`src/rtl/remap_pkg.sv`:
```
package remap_pkg;
  localparam int PAGE_SHIFT = 12;
  localparam int VALID_BIT  = 31;

  localparam logic [3:0] OFF_CFG   = 4'h0;
  localparam logic [3:0] OFF_PTR   = 4'h4;
  localparam logic [3:0] OFF_EDATA = 4'h8;

  // True when a lies in [base, base + pages * page size)
  function automatic logic in_window(input logic [31:0] a,
                                     input logic [31:0] base,
                                     input int unsigned pages);
    logic [32:0] lo, hi, av;
    lo = {1'b0, base};
    hi = lo + ({1'b0, 32'(pages)} << PAGE_SHIFT);
    av = {1'b0, a};
    return (av >= lo) && (av < hi);
  endfunction

  function automatic logic [31:0] page_index(input logic [31:0] a,
                                             input logic [31:0] base);
    return (a - base) >> PAGE_SHIFT;
  endfunction

  function automatic logic [31:0] phys_of(input logic [31:0] entry,
                                          input logic [31:0] a);
    return {1'b0, entry[30:PAGE_SHIFT], a[PAGE_SHIFT-1:0]};
  endfunction
endpackage

```
`src/rtl/remap_regs.sv`:
```
module remap_regs
  import remap_pkg::*;
#(
  parameter logic [31:0] AP_BASE  = 32'h4000_0000,
  parameter int unsigned AP_PAGES = 16,
  parameter int          IDX_W    = 4
) (
  input  logic             clk,
  input  logic             rst_n,
  input  logic             reg_wr,
  input  logic             reg_rd,
  input  logic [3:0]       reg_off,
  input  logic [31:0]      reg_wdata,
  output logic [31:0]      reg_rdata,
  output logic             cfg_en,
  output logic             ent_we,
  output logic [IDX_W-1:0] ent_idx,
  input  logic [31:0]      ent_rdata
);
  logic [31:0] ptr_q;
  logic        ptr_ok;
  logic [31:0] rd_mux;

  assign ptr_ok  = in_window(ptr_q, AP_BASE, AP_PAGES);
  assign ent_idx = IDX_W'(page_index(ptr_q, AP_BASE));
  assign ent_we  = reg_wr && (reg_off == OFF_EDATA) && ptr_ok;

  always_comb begin
    case (reg_off)
      OFF_CFG:   rd_mux = {31'b0, cfg_en};
      OFF_PTR:   rd_mux = ptr_q;
      OFF_EDATA: rd_mux = ptr_ok ? ent_rdata : 32'b0;
      default:   rd_mux = 32'b0;
    endcase
  end

  always_ff @(posedge clk or negedge rst_n) begin
    if (!rst_n) begin
      cfg_en    <= 1'b0;
      ptr_q     <= 32'b0;
      reg_rdata <= 32'b0;
    end else begin
      if (reg_wr && reg_off == OFF_CFG) cfg_en <= reg_wdata[0];
      if (reg_wr && reg_off == OFF_PTR) ptr_q  <= reg_wdata;
      if (reg_rd) reg_rdata <= rd_mux;
    end
  end
endmodule

```
`src/rtl/remap_table.sv`:
```
module remap_table #(
  parameter int unsigned AP_PAGES = 16,
  parameter int          IDX_W    = 4
) (
  input  logic             clk,
  input  logic             rst_n,
  input  logic             we,
  input  logic [IDX_W-1:0] widx,
  input  logic [31:0]      wdata,
  input  logic [IDX_W-1:0] ridx_a,
  output logic [31:0]      rdata_a,
  input  logic [IDX_W-1:0] ridx_b,
  output logic [31:0]      rdata_b
);
  logic [31:0] ent_q [AP_PAGES];

  for (genvar g = 0; g < int'(AP_PAGES); g++) begin : g_ent
    logic [31:0] q;
    always_ff @(posedge clk or negedge rst_n) begin
      if (!rst_n)                            q <= 32'b0;
      else if (we && widx == IDX_W'(g))      q <= wdata;
    end
    assign ent_q[g] = q;
  end

  assign rdata_a = (32'(ridx_a) < AP_PAGES) ? ent_q[ridx_a] : 32'b0;
  assign rdata_b = (32'(ridx_b) < AP_PAGES) ? ent_q[ridx_b] : 32'b0;
endmodule

```
`src/rtl/remap_xlate.sv`:
```
module remap_xlate
  import remap_pkg::*;
#(
  parameter logic [31:0] AP_BASE  = 32'h4000_0000,
  parameter int unsigned AP_PAGES = 16,
  parameter int          IDX_W    = 4
) (
  input  logic             clk,
  input  logic             rst_n,
  input  logic             xlate_en,
  input  logic             lk_valid,
  output logic             lk_ready,
  input  logic [31:0]      lk_addr,
  output logic [IDX_W-1:0] lk_idx,
  input  logic [31:0]      lk_entry,
  output logic             res_valid,
  input  logic             res_ready,
  output logic [31:0]      res_addr,
  output logic             res_fault
);
  logic in_win, hit;

  assign in_win   = in_window(lk_addr, AP_BASE, AP_PAGES);
  assign lk_idx   = IDX_W'(page_index(lk_addr, AP_BASE));
  assign hit      = in_win && xlate_en && lk_entry[VALID_BIT];
  assign lk_ready = !res_valid || res_ready;

  always_ff @(posedge clk or negedge rst_n) begin
    if (!rst_n) begin
      res_valid <= 1'b0;
      res_addr  <= 32'b0;
      res_fault <= 1'b0;
    end else if (lk_ready) begin
      res_valid <= lk_valid;
      if (lk_valid) begin
        res_fault <= !hit;
        res_addr  <= hit ? phys_of(lk_entry, lk_addr) : 32'b0;
      end
    end
  end
endmodule

```
`src/rtl/aperture_remap.sv`:
```
module aperture_remap #(
  parameter logic [31:0] AP_BASE  = 32'h4000_0000,
  parameter int unsigned AP_PAGES = 16
) (
  input  logic        clk,
  input  logic        rst_n,
  input  logic        reg_wr,
  input  logic        reg_rd,
  input  logic [3:0]  reg_off,
  input  logic [31:0] reg_wdata,
  output logic [31:0] reg_rdata,
  input  logic        lk_valid,
  output logic        lk_ready,
  input  logic [31:0] lk_addr,
  output logic        res_valid,
  input  logic        res_ready,
  output logic [31:0] res_addr,
  output logic        res_fault
);
  localparam int IDX_W = (AP_PAGES > 1) ? $clog2(AP_PAGES) : 1;

  logic             cfg_en;
  logic             ent_we;
  logic [IDX_W-1:0] ent_idx, lk_idx;
  logic [31:0]      ent_rdata, lk_entry;

  remap_regs #(.AP_BASE(AP_BASE), .AP_PAGES(AP_PAGES), .IDX_W(IDX_W)) u_regs (
    .clk(clk), .rst_n(rst_n), .reg_wr(reg_wr), .reg_rd(reg_rd),
    .reg_off(reg_off), .reg_wdata(reg_wdata), .reg_rdata(reg_rdata),
    .cfg_en(cfg_en), .ent_we(ent_we), .ent_idx(ent_idx), .ent_rdata(ent_rdata)
  );

  remap_table #(.AP_PAGES(AP_PAGES), .IDX_W(IDX_W)) u_table (
    .clk(clk), .rst_n(rst_n), .we(ent_we), .widx(ent_idx), .wdata(reg_wdata),
    .ridx_a(ent_idx), .rdata_a(ent_rdata), .ridx_b(lk_idx), .rdata_b(lk_entry)
  );

  remap_xlate #(.AP_BASE(AP_BASE), .AP_PAGES(AP_PAGES), .IDX_W(IDX_W)) u_xlate (
    .clk(clk), .rst_n(rst_n), .xlate_en(cfg_en), .lk_valid(lk_valid),
    .lk_ready(lk_ready), .lk_addr(lk_addr), .lk_idx(lk_idx), .lk_entry(lk_entry),
    .res_valid(res_valid), .res_ready(res_ready), .res_addr(res_addr),
    .res_fault(res_fault)
  );
endmodule

```
`config.mk`:
```
export PLATFORM = sky130hd
export DESIGN_NAME = aperture_remap
export DESIGN_NICKNAME = d
export VERILOG_FILES = /design/src/rtl/remap_pkg.sv /design/src/rtl/remap_regs.sv /design/src/rtl/remap_table.sv /design/src/rtl/remap_xlate.sv /design/src/rtl/aperture_remap.sv
export SDC_FILE = /design/constraint.sdc
export NUM_CORES = 1
export LEC_CHECK = 0
export ABC_CLOCK_PERIOD_IN_PS = 3100
export BUFFER_PORTS_ARGS = -buffer_cell sky130_fd_sc_hd__buf_4
export CORE_MARGIN = 2
export CORE_UTILIZATION = 40
export CTS_CLUSTER_DIAMETER = 80
export CTS_CLUSTER_SIZE = 40
export DETAILED_ROUTE_END_ITERATION = 8
export HOLD_SLACK_MARGIN = 0.02
export PLACE_DENSITY = 0.66
export SLEW_MARGIN = 20
export SYNTH_ARGS = -nofsm -noshare
export SYNTH_HDL_FRONTEND = slang
export SYNTH_SLANG_ARGS = --single-unit
```
`constraint.sdc`:
```
create_clock -name clk -period 3.1 [get_ports clk]
set_input_delay 0.62 -clock clk [delete_from_list [all_inputs] [get_ports clk]]
set_output_delay 0.62 -clock clk [all_outputs]
set_load 0.005 [all_outputs]
```
==> results.md <==
* Routed vias at around 18k
* Crit-path max FO at 29
* Final HPWL DP at 49280 microns
* Sequential element share of the synthesized area at 0.5162
* Worst Hold Depth at 2
* Ports at ~140
* Via/cell ratio at 6.041
* Sw Share at 0.2928
* Starting Density at 0.4047
* Final wirelength at 78990 microns
* H-tree Lvls at 1
* Worst r2r src: u_regs.ptr_q[12]
* Vias in the first global route at around 19k
* Buf/Inv on CP at 1
* Critical path capture point type: register
* CTS root buffer: clkbuf_16
* Hold_ws at about 0.17 ns
* Status: finished, violations left
* Slowest-stage cell, CP: dfrtp_4
* # rows at 99
* #FFs+latches synth at between 600 and 700
* CTS Hold Bufs at 1
* Post_cts resized at 0
* Final period util at 0.8614
* Comb power frac at 0.118
* Leak at 15.67 nW
* Avg Cell Area, Syn at 16.22 sq um
* Seq pwr share at 0.532
* Setup TNS at 0 ns
* CP Cell Sequence: buf_12, mux4_2, mux4_2, nor2b_1, a221o_1
* Min-Delay Startpoint: lk_addr[9]
* Critical path class: reg -> reg
* Synth Cell Area at about 30000 sq um
* Synthesis Warnings at 0
* CP max stage delay at 0.76 ns
* First-pass GRT wire length at 120100 microns
* Rel. slew slack at 0.5334
* Startpoint types: register
* Met2 Usage GRT at 0.3341
* Worst Reg2Reg Path Length in Cells at 5
* Ys async rst share at 1.000
* Final Slew Violations at 0
* Worst-Margin Slew at 0.7000 ns
* Num CTS Buffers at 31
* GR Layer Usage met3 at 0.03269
* Crit path launch: u_regs.ptr_q[12]
* DRC viols at 19
* Initial DRC count at 1296
* Reg-to-reg endpoint: u_regs.reg_rdata[18]
* TritonCTS clock tree: done
* Internal power at 0.01102 W
* Sw power at 0.004562 W
* Mapped Cells at around 1.8k
* Clock buffer depth at 3
* Grt peak-use layer: met2
* Diode count at 0
* Biggest area consumer among synthesized cells: dfrtp_1
* Total power at 0.01558 W
* Chip width at 275.9 microns
* RSZ-0062 raised after global routing: false
* Failing checks: design-rule violations
* Synth cell types at 44
* Critical Path RT at 3.66 ns
* Layout cells sized above 1 at 0.5355
* GP Congestion at 0.8238
* Fmax achieved at 0.3745 GHz
* Hold Path End: u_xlate.res_addr[9]
* Max_cap viols at 0
* Reg-to-reg slack, setup at between 0.4 and 0.5 ns
* Post-synth EDFFs at 0
* Worst-Skew Late Latency at 0.66 ns
* Area share of the largest cell type after synthesis at 0.5162
* Placed Cells at 2842
* Die Ht at between 200 and 300 microns
* Clock share of power at 0.349
* Final setup viols at 0
* Largest net degree at the start of global routing at 111
* Power density over the cells at roughly 460 nW/um^2
* Worst-path clk slew at between 0.1 and 0.15 ns
* Synth top area cells: dfrtp_1 52%, mux2_2 19%, mux4_2 18%, mux2_1 2.3%, buf_2 1.2%
* Post-CTS Setup Bufs at 0
* Max IR drop VDD at 0.3933 mV
* CP top delay family: multiplexers
* Nets at 1991
* Number of detailed-route iterations in the first pass at 7
* Routed WL per cell at 27.23 microns
* Worst Hold Class: in -> reg
* Congestion Overflow GR at 0
* Most frequent CP cell: mux4_2
* Final Non-Filler Cells at approximately 2.9k
* Clk sinks at between 600 and 700
* Final hold vios at 0
* Area Growth Syn to Fin at 13.57%
* Final min period at 2.670 ns
* Crit path arrival time at between 3 and 4 ns
* Initial antenna violation count at 2
* Post-route ant nets at 0
* Final Skew at 0.04844 ns
* Total GRT Usage at 0.2110
* Prevailing post-synth register cell: dfrtp_1
* Die area at 76120 sq um
* Post-synth top cells: 610 x dfrtp_1, 489 x mux2_2, 237 x mux4_2
* I/O Buffers at 139
* M1 GR Usage at 0.3050
* Post-Syn Nets at ~1.9k
* Cell with the most instances after synthesis: dfrtp_1
* Core area at 73080 sq um
==> cell usage in the layout (no fill, tap or decap), types with 3 or more instances in the layout <==
cell	count
clkbuf_16	31
mux4_2	237
a21oi_1	21
nor3_4	15
a211oi_1	19
a221o_1	29
inv_16	9
nor2_1	6
clkinv_16	5
nand3_2	3
buf_4	183
mux2_1	61
clkinv_8	3
nor2b_1	51
a22o_1	31
buf_12	46
nand2b_1	3
dfrtp_1	607
mux2i_1	21
mux2_2	489
nand3_1	16
nand2_1	5
o21ai_0	3
inv_1	4
nor4_1	6
==> cell type report <==
class	instances	area, sq um
well taps	959	1200
inverters	5	18.77
multi-input cells	1038	13520
repair buffers	231	2320
clock inverters	27	480.5
fillers	6303	39500
flip-flops and latches	610	15270
clock buffers	31	775.7
==> state kept, by name, summed over array words and instances (netlist names) <==
signal / cells
u_table.g_ent.q: 512
u_regs.ptr_q: 32
u_regs.reg_rdata: 32
u_xlate.res_addr: 31
u_regs.cfg_en: 1
u_xlate.res_fault: 1
u_xlate.res_valid: 1
==> worst reg2reg max path: stages, from the launching register on <==
cell and delay (ns):
dfrtp_4 0.76, buf_12 0.31, mux4_2 0.61, mux4_2 0.47, nor2b_1 0.15, a221o_1 0.27
==> cell families after synthesis <==
group / share of synthesized area
compound gates: 0.03021
mux: 0.3970
flops: 0.5162
buf+inv: 0.02907
simple gates: 0.02742
other cells: 0.0001268
==> per-layer routing <==
layer	up-vias	part of all wire
met1	9648	0.44
met4	4	0.028
met5	-	0.00035
li1	7204	-
met2	550	0.47
met3	119	0.063
==> power groups by stage <==
stage	clock network [W]	registers [W]	logic (W)
after global routing	0.00588	0.00832	0.00200
after global placement	0	0.00845	0.00185
after CTS	0.00560	0.00830	0.00188
after floorplan	0	0.00829	0.00119
after detailed placement	0	0.00845	0.00188
final	0.00544	0.00829	0.00184
==> stage by stage <==
step | utilization | instance area [sq um] | worst slack, ns
6_report | 0.4596 | 33590 | 0.4296
5_1_grt | 0.4596 | 33590 | 0.2623
4_1_cts | 0.4596 | 33590 | 0.3831
3_5_place_dp | 0.4422 | 32320 | 0.4020
3_3_place_gp | 0.4422 | 32320 | 0.3832
2_1_floorplan | - | 29570 | 0.6574
==> how the worst max path moves through the flow <==
stage                        endpoint  cells past startpoint
5_1_grt         u_table.g_ent[9].q[2]                      6
3_3_place_gp   u_table.g_ent[4].q[18]                      7
2_1_floorplan    u_xlate.res_addr[20]                      7
3_5_place_dp   u_table.g_ent[4].q[23]                      7
4_1_cts          u_regs.reg_rdata[10]                      5
6_report         u_regs.reg_rdata[18]                      5
Power figures use the tool's default switching activity.
